File: src/rtl/muldiv_pkg.sv
package muldiv_pkg;

    localparam logic [2:0] OP_MULS = 3'd0;
    localparam logic [2:0] OP_MULU = 3'd1;
    localparam logic [2:0] OP_DIVS = 3'd2;
    localparam logic [2:0] OP_DIVU = 3'd3;
    localparam logic [2:0] OP_MULH = 3'd4;

    localparam logic [15:0] EXC_ZERO_DIV = 16'hFF80;

    typedef enum logic [1:0] {
        S_IDLE = 2'd0,
        S_RUN  = 2'd1,
        S_FIX  = 2'd2,
        S_DONE = 2'd3
    } md_state_e;

    // Operation context captured when an operation is accepted
    typedef struct packed {
        logic [2:0] op;
        logic       neg_main;   // negate product / quotient
        logic       neg_rem;    // negate remainder
        logic       div_zero;   // divisor is zero
        logic       min_neg1;   // signed most-negative / -1
    } md_ctx_t;

endpackage

File: src/rtl/muldiv_prep.sv
module muldiv_prep
    import muldiv_pkg::*;
#(
    parameter int W  = 32,
    parameter int HB = W / 2 + 1
) (
    input  logic [2:0]   op,
    input  logic [W-1:0] src,
    input  logic [W-1:0] dst,
    output logic [W-1:0] mag_src,
    output logic [W-1:0] mag_dst,
    output md_ctx_t      ctx
);

    logic [W-1:0] src_eff;
    logic         is_signed;
    logic         is_div;
    logic         src_neg;
    logic         dst_neg;

    always_comb begin
        src_eff   = (op == OP_MULH) ? {{(W-HB){src[HB-1]}}, src[HB-1:0]} : src;
        is_signed = (op == OP_MULS) || (op == OP_DIVS) || (op == OP_MULH);
        is_div    = (op == OP_DIVS) || (op == OP_DIVU);
        src_neg   = is_signed && src_eff[W-1];
        dst_neg   = is_signed && dst[W-1];
        mag_src   = src_neg ? (~src_eff + 1'b1) : src_eff;
        mag_dst   = dst_neg ? (~dst + 1'b1) : dst;

        ctx.op       = op;
        ctx.neg_main = src_neg ^ dst_neg;
        ctx.neg_rem  = dst_neg;
        ctx.div_zero = is_div && (src == '0);
        ctx.min_neg1 = (op == OP_DIVS) && (dst == {1'b1, {(W-1){1'b0}}})
                       && (src == '1);
    end

endmodule

File: src/rtl/muldiv_core.sv
module muldiv_core #(
    parameter int W = 32
) (
    input  logic         clk,
    input  logic         rst_n,
    input  logic         load,
    input  logic         step,
    input  logic         is_div,
    input  logic [W-1:0] ld_src,
    input  logic [W-1:0] ld_dst,
    output logic [W-1:0] word_hi,
    output logic [W-1:0] word_lo
);

    logic [W-1:0] opnd_q;   // multiplicand or divisor magnitude
    logic [W-1:0] hi_q;     // product high / partial remainder
    logic [W-1:0] lo_q;     // multiplier / quotient bits

    logic [W:0]   add_sum;
    logic [W:0]   shifted;
    logic [W+1:0] diff;
    logic         fits;

    always_comb begin
        add_sum = {1'b0, hi_q} + (lo_q[0] ? {1'b0, opnd_q} : '0);
        shifted = {hi_q, lo_q[W-1]};
        diff    = {1'b0, shifted} - {2'b00, opnd_q};
        fits    = ~diff[W+1];
    end

    always_ff @(posedge clk or negedge rst_n) begin
        if (!rst_n) begin
            opnd_q <= '0;
            hi_q   <= '0;
            lo_q   <= '0;
        end else if (load) begin
            opnd_q <= ld_src;
            hi_q   <= '0;
            lo_q   <= ld_dst;
        end else if (step) begin
            if (is_div) begin
                hi_q <= fits ? diff[W-1:0] : shifted[W-1:0];
                lo_q <= {lo_q[W-2:0], fits};
            end else begin
                hi_q <= add_sum[W:1];
                lo_q <= {add_sum[0], lo_q[W-1:1]};
            end
        end
    end

    assign word_hi = hi_q;
    assign word_lo = lo_q;

endmodule

File: src/rtl/muldiv_fixup.sv
module muldiv_fixup
    import muldiv_pkg::*;
#(
    parameter int W = 32
) (
    input  md_ctx_t      ctx,
    input  logic [W-1:0] word_hi,
    input  logic [W-1:0] word_lo,
    output logic [W-1:0] res,
    output logic [W-1:0] aux,
    output logic         ov,
    output logic         sgn,
    output logic         zro,
    output logic         res_we,
    output logic         aux_we,
    output logic         flg_we,
    output logic         exc
);

    logic [2*W-1:0] prod;
    logic [W-1:0]   quo;
    logic [W-1:0]   rem;

    always_comb begin
        prod   = ctx.neg_main ? (~{word_hi, word_lo} + 1'b1) : {word_hi, word_lo};
        quo    = ctx.neg_main ? (~word_lo + 1'b1) : word_lo;
        rem    = ctx.neg_rem  ? (~word_hi + 1'b1) : word_hi;
        res    = '0;
        aux    = '0;
        ov     = 1'b0;
        res_we = 1'b0;
        aux_we = 1'b0;
        flg_we = 1'b0;
        exc    = 1'b0;
        case (ctx.op)
            OP_MULS, OP_MULU: begin
                res    = prod[W-1:0];
                aux    = prod[2*W-1:W];
                ov     = (ctx.op == OP_MULS) ? (prod[2*W-1:W] != {W{prod[W-1]}})
                                             : (prod[2*W-1:W] != '0);
                res_we = 1'b1;
                aux_we = 1'b1;
                flg_we = 1'b1;
            end
            OP_DIVS, OP_DIVU: begin
                if (ctx.div_zero) begin
                    exc = 1'b1;
                end else begin
                    res    = quo;
                    aux    = rem;
                    ov     = ctx.min_neg1;
                    res_we = 1'b1;
                    aux_we = 1'b1;
                    flg_we = 1'b1;
                end
            end
            OP_MULH: begin
                res    = prod[W-1:0];
                res_we = 1'b1;
            end
            default: ;
        endcase
        sgn = res[W-1];
        zro = (res == '0);
    end

endmodule

File: src/rtl/muldiv_iter.sv
module muldiv_iter
    import muldiv_pkg::*;
#(
    parameter int W = 32
) (
    input  logic         clk,
    input  logic         rst_n,
    input  logic         start,
    input  logic [2:0]   op,
    input  logic [W-1:0] src_val,
    input  logic [W-1:0] dst_val,
    output logic         busy,
    output logic         done,
    output logic [W-1:0] result,
    output logic [W-1:0] aux_result,
    output logic         res_we,
    output logic         aux_we,
    output logic         flags_we,
    output logic         flag_ov,
    output logic         flag_s,
    output logic         flag_z,
    output logic         exc_req,
    output logic [15:0]  exc_code
);

    localparam int HB = W / 2 + 1;
    localparam int CW = $clog2(W + 1);
    localparam logic [CW-1:0] LAST_STEP = CW'(W - 1);

    md_state_e     state_q;
    logic [CW-1:0] step_cnt_q;
    md_ctx_t       ctx_q;
    md_ctx_t       ctx_n;
    logic [W-1:0]  mag_src;
    logic [W-1:0]  mag_dst;
    logic [W-1:0]  word_hi;
    logic [W-1:0]  word_lo;
    logic          accept;

    logic [W-1:0]  fx_res, fx_aux;
    logic          fx_ov, fx_s, fx_z, fx_rwe, fx_awe, fx_fwe, fx_exc;

    logic [W-1:0]  res_q, aux_q;
    logic          ov_q, s_q, z_q, rwe_q, awe_q, fwe_q, exc_q;

    assign accept = (state_q == S_IDLE) && start;

    muldiv_prep #(.W(W), .HB(HB)) prep_i (
        .op      (op),
        .src     (src_val),
        .dst     (dst_val),
        .mag_src (mag_src),
        .mag_dst (mag_dst),
        .ctx     (ctx_n)
    );

    muldiv_core #(.W(W)) core_i (
        .clk     (clk),
        .rst_n   (rst_n),
        .load    (accept),
        .step    (state_q == S_RUN),
        .is_div  ((ctx_q.op == OP_DIVS) || (ctx_q.op == OP_DIVU)),
        .ld_src  (mag_src),
        .ld_dst  (mag_dst),
        .word_hi (word_hi),
        .word_lo (word_lo)
    );

    muldiv_fixup #(.W(W)) fix_i (
        .ctx     (ctx_q),
        .word_hi (word_hi),
        .word_lo (word_lo),
        .res     (fx_res),
        .aux     (fx_aux),
        .ov      (fx_ov),
        .sgn     (fx_s),
        .zro     (fx_z),
        .res_we  (fx_rwe),
        .aux_we  (fx_awe),
        .flg_we  (fx_fwe),
        .exc     (fx_exc)
    );

    // State register: IDLE -> RUN -> FIX -> DONE -> IDLE
    always_ff @(posedge clk or negedge rst_n) begin
        if (!rst_n) begin
            state_q    <= S_IDLE;
            step_cnt_q <= '0;
            ctx_q      <= '0;
        end else begin
            unique case (state_q)
                S_IDLE: if (start) begin
                    ctx_q      <= ctx_n;
                    step_cnt_q <= '0;
                    state_q    <= S_RUN;
                end
                S_RUN: begin
                    step_cnt_q <= step_cnt_q + 1'b1;
                    if (step_cnt_q == LAST_STEP) state_q <= S_FIX;
                end
                S_FIX:  state_q <= S_DONE;
                S_DONE: state_q <= S_IDLE;
            endcase
        end
    end

    // Result capture at the end of the fix-up cycle
    always_ff @(posedge clk or negedge rst_n) begin
        if (!rst_n) begin
            res_q <= '0; aux_q <= '0;
            ov_q <= 1'b0; s_q <= 1'b0; z_q <= 1'b0;
            rwe_q <= 1'b0; awe_q <= 1'b0; fwe_q <= 1'b0; exc_q <= 1'b0;
        end else if (state_q == S_FIX) begin
            res_q <= fx_res; aux_q <= fx_aux;
            ov_q <= fx_ov; s_q <= fx_s; z_q <= fx_z;
            rwe_q <= fx_rwe; awe_q <= fx_awe; fwe_q <= fx_fwe; exc_q <= fx_exc;
        end
    end

    // Outputs
    always_comb begin
        busy       = (state_q != S_IDLE);
        done       = (state_q == S_DONE);
        result     = res_q;
        aux_result = aux_q;
        flag_ov    = ov_q;
        flag_s     = s_q;
        flag_z     = z_q;
        res_we     = done && rwe_q;
        aux_we     = done && awe_q;
        flags_we   = done && fwe_q;
        exc_req    = done && exc_q;
        exc_code   = exc_req ? EXC_ZERO_DIV : 16'h0000;
    end

endmodule

File: config.mk
export PLATFORM = sky130hd
export DESIGN_NAME = muldiv_iter
export DESIGN_NICKNAME = d
export VERILOG_FILES = /design/src/rtl/muldiv_pkg.sv /design/src/rtl/muldiv_prep.sv /design/src/rtl/muldiv_core.sv /design/src/rtl/muldiv_fixup.sv /design/src/rtl/muldiv_iter.sv
export SDC_FILE = /design/constraint.sdc
export NUM_CORES = 1
export LEC_CHECK = 0
export BUFFER_PORTS_ARGS = -buffer_cell sky130_fd_sc_hd__buf_2
export CAP_MARGIN = 40
export CORE_MARGIN = 5
export CORE_UTILIZATION = 65
export DETAILED_ROUTE_END_ITERATION = 8
export MAX_ROUTING_LAYER = met4
export PLACE_DENSITY = 0.87
export SLEW_MARGIN = 0
export SYNTH_ARGS = -nofsm -noshare
export SYNTH_HDL_FRONTEND = slang
export SYNTH_SLANG_ARGS = --single-unit
File: constraint.sdc
create_clock -name clk -period 5.4 [get_ports clk]
set_input_delay 0.27 -clock clk [delete_from_list [all_inputs] [get_ports clk]]
set_output_delay 0.27 -clock clk [all_outputs]
set_load 0.03 [all_outputs]
# Word level (Yosys, flattened, before mapping)
# Index checks and enable logic that the tools add are counted.
# word_totals
word_cells	109
input_bits	70
output_inout_bits	89
register_bits	181
# op_classes
n_addsub	8
n_reduce_logical	28
bitwise	7
mux	32
eq_ne	16
# op_table
cell	n
32-bit 2-to-1 mux	15
32-bit by 1-bit adder with 32-bit output, second input constant	4
32-bit inverter	4
32-bit case mux with 2 select lines	2
64-bit by 1-bit adder with 64-bit output, second input constant	1
32-bit == test, second input constant	2
32-bit zero test	2
64-bit 2-to-1 mux	1
64-bit inverter	1
33-bit by 32-bit subtractor with 34-bit output	1
32-bit by 33-bit adder with 33-bit output	1
32-bit inequality test	1
32-bit nonzero test	1
16-bit 2-to-1 mux	1
3-bit by 2-bit == test with 1-bit output, second input constant	4
6-bit case mux with 2 select lines	1
1-bit logical AND	9
2-bit case mux with 4 select lines	1
6-bit by 1-bit adder with 6-bit output, second input constant	1
3-bit == test, second input constant	2
6-bit by 5-bit == test with 1-bit output, second input constant	1
3-bit zero test	2
6-bit 2-to-1 mux	1
1-bit case mux with 2 select lines	3
other kinds (14)	29

# Longest topological paths before layout
# Gate-level depths: netlist of the first run.
# depth
word_depth	6
depth_mapped	15

# Cells and area by module
# A second synthesis of the first run with hierarchy kept.
# hier_totals
cells_unflattened	2065
hier_area_um2	16887.4
# by_module_without_submodules
module	area_each_um2	n_inst	cells_each
muldiv_core	8404.3	1	1045
muldiv_iter	3495.9	1	235
muldiv_fixup	3261.9	1	521
muldiv_prep	1725.4	1	264

# Worst setup path before layout of the first run
# No wires, ideal clock.
# synth_timing
path_kind	reg-to-reg
from	register core_i.lo_q[0], in the netlist core_i.word_lo[0]
to	register ov_q, in the netlist flag_ov
stages_incl_launch_ff	16
arrival_time_ns	3.426
required_time_ns	5.259
period_less_slack_ns	3.567
setup_slack_ns	1.833
setup_time_ns	0.141
path_cell_list	dfrtp_1 clkbuf_1 inv_1 buf_1 ha_1 nor2b_1 nand4_1 or4_1 buf_2 o21ai_0 xor2_1 nor2_1 nor4_1 nand4_1 o31ai_1 a31oi_1
# synth_via
elab_chain_len	6
word_cells_on_any_way	7
classes_between	add/sub (1); eq/ne (1); mux (3); bitwise (1); reduce/logical (1)
# synth_lines
element	line	source
start, declared	muldiv_core.sv:17	logic [W-1:0] lo_q;
start signal, assigned	muldiv_core.sv:39	lo_q <= ld_dst;
start signal, assigned	muldiv_core.sv:43	lo_q <= {lo_q[W-2:0], fits};
start signal, assigned	muldiv_core.sv:46	lo_q <= {add_sum[0], lo_q[W-1:1]};
64-bit inverter *	muldiv_fixup.sv:25	prod = ctx.neg_main ? (~{word_hi, word_lo} + 1'b1) : {word_hi, word_lo};
64-bit by 1-bit adder with 64-bit output *	muldiv_fixup.sv:25	
64-bit 2-to-1 mux *	muldiv_fixup.sv:25	
32-bit inequality test / 32-bit nonzero test (equally long branches)	muldiv_fixup.sv:39, muldiv_fixup.sv:40	
1-bit 2-to-1 mux *	muldiv_fixup.sv:39	ov = (ctx.op == OP_MULS) ? (prod[2*W-1:W] != {W{prod[W-1]}})
1-bit case mux with 2 select lines *	muldiv_fixup.sv:35	case (ctx.op)
end signal, assigned	muldiv_iter.sv:115	ov_q <= fx_ov; s_q <= fx_s; z_q <= fx_z;
end, declared	muldiv_iter.sv:44	logic ov_q, s_q, z_q, rwe_q, awe_q, fwe_q, exc_q;
# Mark *: on every way between the ends. The rest lies on a longest branch, timed or not.
# A chain may end at the register's enable or synchronous reset.

# Worst setup path in the final report of the first run
# layout_timing
from	register core_i.lo_q[0], in the netlist core_i.word_lo[0]
to	register core_i.hi_q[30], in the netlist core_i.word_hi[30]
# layout_via
elab_chain_len	5
# layout_lines
element	line	source
32-bit 2-to-1 mux	muldiv_core.sv:25	add_sum = {1'b0, hi_q} + (lo_q[0] ? {1'b0, opnd_q} : '0);
32-bit by 33-bit adder with 33-bit output	muldiv_core.sv:25	
32-bit 2-to-1 mux	muldiv_core.sv:41	if (is_div) begin
32-bit 2-to-1 mux	muldiv_core.sv:40	end else if (step) begin
32-bit 2-to-1 mux	muldiv_core.sv:36	end else if (load) begin
end signal, assigned	muldiv_core.sv:42	hi_q <= fits ? diff[W-1:0] : shifted[W-1:0];
end signal, assigned	muldiv_core.sv:45	hi_q <= add_sum[W:1];
end, declared	muldiv_core.sv:16	logic [W-1:0] hi_q;
# Every way passes these cells. The select of a mux whose other input is x is not followed.

==> flow_metrics.py, run 1 <==
metrics = {
    "routing": {
        "wl_per_cell_um": 20.6,
        "via_per_inst": 6.57,
        "drcViolationCount": 0,
        "firstDrtPassIters": 6,
        "wl_mm": 51.1,
        "drt_iter0_markers": 2193,
        "drtAntennaViolNets": 0,
        "dr_total_vias": 16300,
    },
    "sta": {
        "hold_ws_ns": 0.120,
        "setup_viol": 0,
        "fin_crit_sh_pct": 82.3,
        "worst_pin_slew_ns": 0.918,
        "period_minus_slack_ns": 4.45,
        "fin_setup_tns_ns": 0,
        "rsz0062_at_grt": "false",
        "finalHoldViolations": 0,
        "skew_ns": 0.0175,
        "maxSlewViolCount": 0,
        "fmax_ghz": 0.225,
        "relSlewSlack_pct": 37.2,
    },
    "global_route": {
        "grt_overflow": 0,
        "grt_max_degree": 94,
        "grt_pass1_vias": 15300,
        "grt_pass1_wl_mm": 81.8,
        "grt.total_usage_pct": 36.6,
        "antenna_found_initial": 0,
    },
    "pwr": {
        "peakVddDrop_v": 0.000392,
        "power_density_nw_per_um2": 744,
        "leakagePower_nw": 7.57,
    },
    "die": {
        "rows": 57,
        "start_util_pct": 65.9,
        "core-area_um2": 24300,
        "die_w_um": 167,
        "dieArea_um2": 27900,
        "die_y_um": 167,
        "ios": 159,
    },
    "clock_tree": {
        "cts_buffers": 17,
        "cts_tree": "done",
        "htree_levels": 4,
        "insertion_delay_ns": 0.46,
        "root_buffer": "clkbuf_16",
        "cts.sinks": 180,
        "path_clk_slew_ns": 0.08,
        "max-clock-path-buffers": 2,
    },
    "layout": {
        "diodes": 0,
        "fin_area_um2": 17500,
        "finalNetCount": 2286,
        "area_growth_pct": 9.54,
        "drive_gt1_share_pct": 12.7,
    },
    "setup_path": {
        "slowest_stage": "dfrtp_1",
        "crit_family": "compound AO/OA/AOI/OAI gates",
        "critPathKind": "reg -> reg",
        "critPathBufInv": 2,
        "arrival_ns": 4.79,
        "critical_path_peak_fanout": 32,
        "cp_common_cell": "a31o_2",
        "worstPathRequired_ns": 5.74,
        "end_kind": "register",
        "cp_slowest_stage_delay_ns": 0.53,
        "startpoint_type": "register",
        "worstPathCellList": "inv_1 -> buf_4 -> nor2_1 -> ha_1 -> a211oi_1 -> o21ai_0 -> a31oi_1 -> o31ai_1 -> a31o_2 -> a21oi_1 -> o21bai_1 -> or4_1 -> a31o_2 -> a32o_1",
    },
    "placed_design": {
        "portBuffers": 151,
        "hpwl_mm": 38.2,
        "dpl_cell_area_um2": 16900,
        "place_congestion": 1.04,
    },
    "synth": {
        "yosysSeqAreaShare_pct": 28.1,
        "async_flop_share_pct": 100,
        "synth_cell_type_count": 80,
        "synth_area_um2": 16000,
        "ys_ff_latch": 180,
        "synth_edf_count": 0,
        "postSynthAreaPerCell_um2": 7.70,
        "synthFlopType": "dfrtp_1",
        "syn_inst": 2081,
        "ys_warn_count": 0,
    },
    "run": {
        "drv_cap": 0,
    },
    "hold_path": {
        "hold_class": "in -> reg",
    },
    "run_status": {
        "outcome": "completed",
    },
}
-- sequential cells by signal, summed over array words and instances, names as in the netlist --
name and cells:
step_cnt_q 6, aux_result 32, result 32, rwe_q 1
flag_z 1, exc_q 1, state_q 2, flag_ov 1
core_i.opnd_q 32, fwe_q 1, core_i.word_lo 32, core_i.word_hi 32
ctx_q 7
-- logic make-up after synthesis --
group                    after synthesis  share of synthesized area [%]
other                                  1                         0.0234
XOR/XNOR                             201                           11.0
multiplexers                          30                           2.08
adder cells (fa/ha/maj)               77                           6.11
AO/OA/AOI/OAI                        609                           24.6
AND/OR/NAND/NOR                      708                           21.1
flip-flops                           180                           28.1
buffers and inverters                275                           6.98
-- final timing paths --
| check | startpoint | end | slack [ns] | depth (start not counted) |
|---|---|---|---|---|
| min reg2reg | core_i.opnd_q[6]$_DFFE_PN0P_ | core_i.opnd_q[6]$_DFFE_PN0P_ | 0.48 | 2 |
| max in group asynchronous | rst_n | core_i.word_lo[2]$_DFFE_PN0P_ | 3.76 | 3 |
| min in group asynchronous | rst_n | aux_result[5]$_DFFE_PN0P_ | 0.34 | 2 |
| min | src_val[1] | core_i.opnd_q[1]$_DFFE_PN0P_ | 0.12 | 3 |
| max reg2reg | core_i.word_lo[0]$_DFFE_PN0P_ | core_i.word_hi[30]$_DFFE_PN0P_ | 0.95 | 14 |
| max | core_i.word_lo[0]$_DFFE_PN0P_ | core_i.word_hi[30]$_DFFE_PN0P_ | 0.95 | 14 |
-- worst reg2reg max path, stage by stage (launching register included) --
cell and delay, ns:
dfrtp_1 0.53, inv_1 0.15, buf_4 0.39, nor2_1 0.13, ha_1 0.23, a211oi_1 0.33
o21ai_0 0.16, a31oi_1 0.38, o31ai_1 0.23, a31o_2 0.31, a21oi_1 0.45, o21bai_1 0.18
or4_1 0.41, a31o_2 0.24, a32o_1 0.24
-- cells in the mapped netlist, types with 17 or more instances --
library cell,n,area (um2)
nor2b_1,17,106
o22ai_1,59,369
xnor2_1,80,701
o21ai_0,155,776
ha_1,75,938
o22a_1,23,201
buf_4,18,135
nand3_1,58,290
inv_1,121,454
o31ai_1,34,255
xor2_1,121,1060
dfrtp_1,180,4500
a211oi_1,19,143
nand2_1,227,852
a21o_1,24,180
nor2_1,174,653
a21oi_1,127,636
clkbuf_1,119,447
nor4_1,34,213
mux2_2,26,293
nand4_1,30,188
nand2b_1,22,138
o211ai_1,51,383
nor3_1,54,270
-- metrics by stage --
stage	worst slack, ns	cells	power [mW]	util [%]
finish	0.954	2476	13.1	72.2
global route	0.785	2476	13.9	72.2
CTS	1.05	2476	12.8	72.2
floorplan	1.83	2087	9.04	-
detailed placement	1.08	2443	11.4	69.5
global placement	1.09	2435	11.1	69.0
-- placed cells by master, fill, tap and decap left out, types with 16 or more instances in the layout --
cell	synthesis	layout
nand2b_1	22	21
nor4_1	34	34
o22ai_1	59	59
nor2_1	174	173
o31ai_1	34	34
o22a_1	23	23
dfrtp_1	180	179
a21oi_1	127	127
mux2_2	26	26
o211ai_1	51	51
buf_4	18	28
nor2b_1	17	17
inv_1	121	121
xor2_1	121	121
nor3_1	54	54
a21o_1	24	24
nand4_1	30	30
o21ai_0	155	155
a211oi_1	19	19
nand2_1	227	226
xnor2_1	80	80
ha_1	75	73
nand3_1	58	58
o21a_1	16	16
clkbuf_16	0	17
buf_2	3	150
-- power by group --
group | leakage [nW] | internal [mW] | switching (mW) | total (mW)
Clock | 0.299 | 0.638 | 0.694 | 1.33
Sequential | 2.25 | 1.96 | 0.852 | 2.81
Combinational | 5.03 | 3.35 | 5.56 | 8.92
Total | 7.57 | 5.95 | 7.11 | 13.1
-- area by class of cell --
type	instances	area (um2)
Inverter	122	458
Timing Repair Buffer	186	1100
Clock buffer	17	425
Tap cell	324	405
Sequential cell	180	4510
Clock inverter	15	210
Multi-Input combinational cell	1632	10400
Fill cell	1946	6770
-- routing by layer --
metal  part of all wire [%]  vias to the layer above  GRT usage (%)  wire (um)
met3                     10                      135           5.64       5250
met2                     45                      983           55.6      23000
met4                    2.8                        0           11.1       1440
met1                     42                     7606           50.8      21300
met5                      0                        -              -          0
li1                       -                     7552              -          -
-- timing repair --
item | CTS | global route
buffers inserted | 0 | 0
gates resized for setup | 0 | 0
endpoints found under the hold margin | 62 | 0
hold buffers | 1 | 0
(Power assumes the default switching activity.)
==> run 2: changes to the inputs <==
--- a/config.mk
+++ b/config.mk
@@ -5,13 +5,14 @@
 export SDC_FILE = /design/constraint.sdc
 export NUM_CORES = 1
 export LEC_CHECK = 0
+export ABC_AREA = 1
 export BUFFER_PORTS_ARGS = -buffer_cell sky130_fd_sc_hd__buf_2
 export CAP_MARGIN = 40
 export CORE_MARGIN = 5
-export CORE_UTILIZATION = 65
+export CORE_UTILIZATION = 56
 export DETAILED_ROUTE_END_ITERATION = 8
 export MAX_ROUTING_LAYER = met4
-export PLACE_DENSITY = 0.87
+export PLACE_DENSITY = 0.79
 export SLEW_MARGIN = 0
 export SYNTH_ARGS = -nofsm -noshare
 export SYNTH_HDL_FRONTEND = slang
==> constraint.sdc (replaced) <==
create_clock -name clk -period 3.62 [get_ports clk]
set_input_delay 0.181 -clock clk [delete_from_list [all_inputs] [get_ports clk]]
set_output_delay 0.181 -clock clk [all_outputs]
set_load 0.03 [all_outputs]
==> run 2 against run 1 <==
  * Setup slack got worse by 0.56 ns
  * Maximum frequency increased by 38%
  * Via count increased by 25%
  * Clock skew increased by 0.0037 ns
  * Cell count increased by 34%
  * Sequential power increased by 38%
  * Synthesized cell count increased by 34%
  * Clock power increased by 49%
  * Total power increased by 45%
  * Synthesized area increased by 7.9%
  * Routed wire length increased by 37%
  * Core utilization decreased by 9.6 points
  * Largest cell class unchanged
  * Largest power group unchanged
==> flow_metrics.py, run 2 <==
metrics = {
    "layout": {
        "finalNetCount": 3045,
        "fin_area_um2": 19100,
        "finalCoreUtilization_pct": 62.5,
        "mostFrequentLayoutCell": "nand2_1",
        "fillerInstances": 2924,
        "area_growth_pct": 10.4,
        "drive_gt1_share_pct": 10.1,
        "layoutNonFillerInstCount": 3308,
        "final_cell_mix": "nand2_1 (750), nor2_1 (319), inv_1 (312), o21ai_0 (292), a21oi_1 (190)",
    },
    "die": {
        "rows": 64,
        "dieArea_um2": 34500,
        "start_util_pct": 56.7,
        "ios": 159,
        "die_w_um": 186,
        "die_y_um": 186,
        "core-area_um2": 30500,
    },
    "routing": {
        "dr_total_vias": 20300,
        "wl_per_cell_um": 21.2,
        "drt_iter0_markers": 2820,
        "via_per_inst": 6.14,
        "drtAntennaViolNets": 0,
        "firstDrtPassIters": 9,
        "wl_mm": 70.1,
        "drcViolationCount": 0,
    },
    "placed_design": {
        "portBuffers": 151,
        "placedCellCount": 3274,
        "hpwl_mm": 56.1,
        "place_congestion": 1.10,
        "dpl_cell_area_um2": 18500,
    },
    "run": {
        "drv_cap": 0,
    },
    "sta": {
        "setup_viol": 0,
        "fmax_ghz": 0.310,
        "finalHoldViolations": 0,
        "rsz0062_at_grt": "false",
        "skew_ns": 0.0212,
        "fin_setup_tns_ns": 0,
        "period_minus_slack_ns": 3.23,
        "hold_ws_ns": 0.0427,
        "fin_crit_sh_pct": 89.1,
        "maxSlewViolCount": 0,
        "worst_pin_slew_ns": 0.894,
        "relSlewSlack_pct": 40.4,
    },
    "synth": {
        "yosys.area_share.simple_pct": 32.9,
        "synthTopCellsByCount": "nand2_1 (751), nor2_1 (319), inv_1 (313)",
        "synth_area_um2": 17300,
        "synth_top_area_cell": "dfrtp_1",
        "async_flop_share_pct": 100,
        "yosysMostFrequentCell": "nand2_1",
        "synth_cell_type_count": 57,
        "synthTopCellsByArea": "dfrtp_1 (26%), nand2_1 (16%), o21ai_0 (8.5%)",
        "synth_fa_ha_area_share_pct": 5.66,
        "ys_warn_count": 0,
        "syn_inst": 2780,
        "synth_edf_count": 0,
        "synth_mux_area_share_pct": 0,
        "synth_top_area_share_pct": 26.1,
        "synthFlopType": "dfrtp_1",
        "yosysSeqAreaShare_pct": 26.1,
        "synth-compound-area-share_pct": 20.7,
        "synth-xor-area-share_pct": 4.51,
        "synth_top_family_by_area": "simple AND/OR/NAND/NOR gates",
        "ys_ff_latch": 180,
        "postSynthAreaPerCell_um2": 6.22,
    },
    "clock_tree": {
        "cts.sinks": 180,
        "cts_buffers": 17,
        "insertion_delay_ns": 0.47,
        "max-clock-path-buffers": 2,
        "cts_tree": "done",
        "root_buffer": "clkbuf_16",
        "htree_levels": 4,
        "path_clk_slew_ns": 0.09,
    },
    "global_route": {
        "grt.total_usage_pct": 41.0,
        "grt_pass1_vias": 18600,
        "grt_overflow": 0,
        "grt_max_degree": 109,
        "grt_pass1_wl_mm": 106,
        "antenna_found_initial": 0,
    },
    "setup_path": {
        "critical_path_peak_fanout": 6,
        "arrival_ns": 3.56,
        "worstPathRequired_ns": 3.95,
        "end_kind": "register",
        "critPathKind": "reg -> reg",
        "startpoint_type": "register",
    },
    "pwr": {
        "leakagePower_nw": 9.74,
        "power_density_nw_per_um2": 994,
        "peakVddDrop_v": 0.000947,
    },
    "hold_path": {
        "hold_class": "in -> reg",
    },
    "run_status": {
        "outcome": "completed",
    },
}
==> run 2: changes by cell type after synthesis, sizes merged, moves of 58 or more <==
cell,change
a21oi,+63
xor2,-58
nand3,+93
inv,+197
o21ai,+153
nand2,+539
nor2,+161
==> run 2: stage by stage <==
step           power [mW]  setup WS (ns)
4_1_cts              18.5          0.467
3_5_place_dp         16.4          0.486
2_1_floorplan        12.3          0.713
3_3_place_gp         16.2          0.617
5_1_grt              20.2          0.207
6_report             19.0          0.394
==> run 2: kinds of logic (layout without fill, tap and decap cells) <==
kind of cell	count (synthesis)	count (layout)
DFF	180	180
xor gates and xnor gates	89	89
AOI/OAI and AO/OA	642	642
adders and majority gates	77	77
and+or+nand+nor	1359	1359
buffers and inverters	432	557
other	1	8
==> run 2: repair_timing <==
item / CTS / global route
hold buffers: 1 / 0
endpoints found under the hold margin: 75 / 0
resized for setup: 0 / 0
buffers inserted: 0 / 0
==> run 2: per-layer routing <==
metal  global-route usage [%]  routed length [um]  vias up
met5                        -                   0        -
met4                     18.1                3610        0
met3                     9.40                8520      198
met2                     60.2               30000     1363
met1                     54.3               28000     9328
li1                         -                   -     9420
==> run 2: final timing paths <==
kind / end / cells after the start / startpoint / slack, ns
setup / recovery: core_i.word_hi[26]$_DFFE_PN0P_ / 14 / core_i.word_lo[31]$_DFFE_PN0P_ / 0.39
hold / removal: core_i.opnd_q[15]$_DFFE_PN0P_ / 3 / src_val[15] / 0.04
setup reg to reg: core_i.word_hi[26]$_DFFE_PN0P_ / 14 / core_i.word_lo[31]$_DFFE_PN0P_ / 0.39
hold reg to reg: aux_result[30]$_DFFE_PN0P_ / 2 / aux_result[30]$_DFFE_PN0P_ / 0.48
max in group asynchronous: ctx_q[3]$_DFFE_PN0P_ / 3 / rst_n / 2.35
min in group asynchronous: aux_result[24]$_DFFE_PN0P_ / 2 / rst_n / 0.31
==> run 2: critical path, cell delays in order, from the launching register on <==
cell and delay (ns):
dfrtp_1 0.44, inv_1 0.11, ha_1 0.22, fa_1 0.42, nand3b_1 0.18, nand2_1 0.15, a21oi_1 0.13, o21bai_1 0.43
a21oi_1 0.20, o21ai_0 0.31, nand2_1 0.12, nand2_1 0.08, nand2_1 0.05, a21oi_1 0.14, o22ai_1 0.11
==> run 2: area by class of cell <==
| class | count | area [um2] | area share [%] |
|---|---|---|---|
| Antenna cell | 1 | 2.50 | 0.0131 |
| Clock buffer | 17 | 425 | 2.23 |
| Clock inverter | 15 | 186 | 0.977 |
| Inverter | 322 | 1210 | 6.34 |
| Multi-Input combinational cell | 2174 | 11100 | 57.9 |
| Sequential cell | 180 | 4510 | 23.6 |
| Tap cell | 396 | 495 | 2.60 |
| Timing Repair Buffer | 203 | 1200 | 6.31 |
==> run 2: report_power, final <==
| group | leakage (nW) | internal (mW) | switching [mW] |
|---|---|---|---|
| sequential | 2.27 | 2.84 | 1.03 |
| clock | 0.300 | 0.996 | 0.987 |
| combinational | 7.18 | 3.87 | 9.24 |
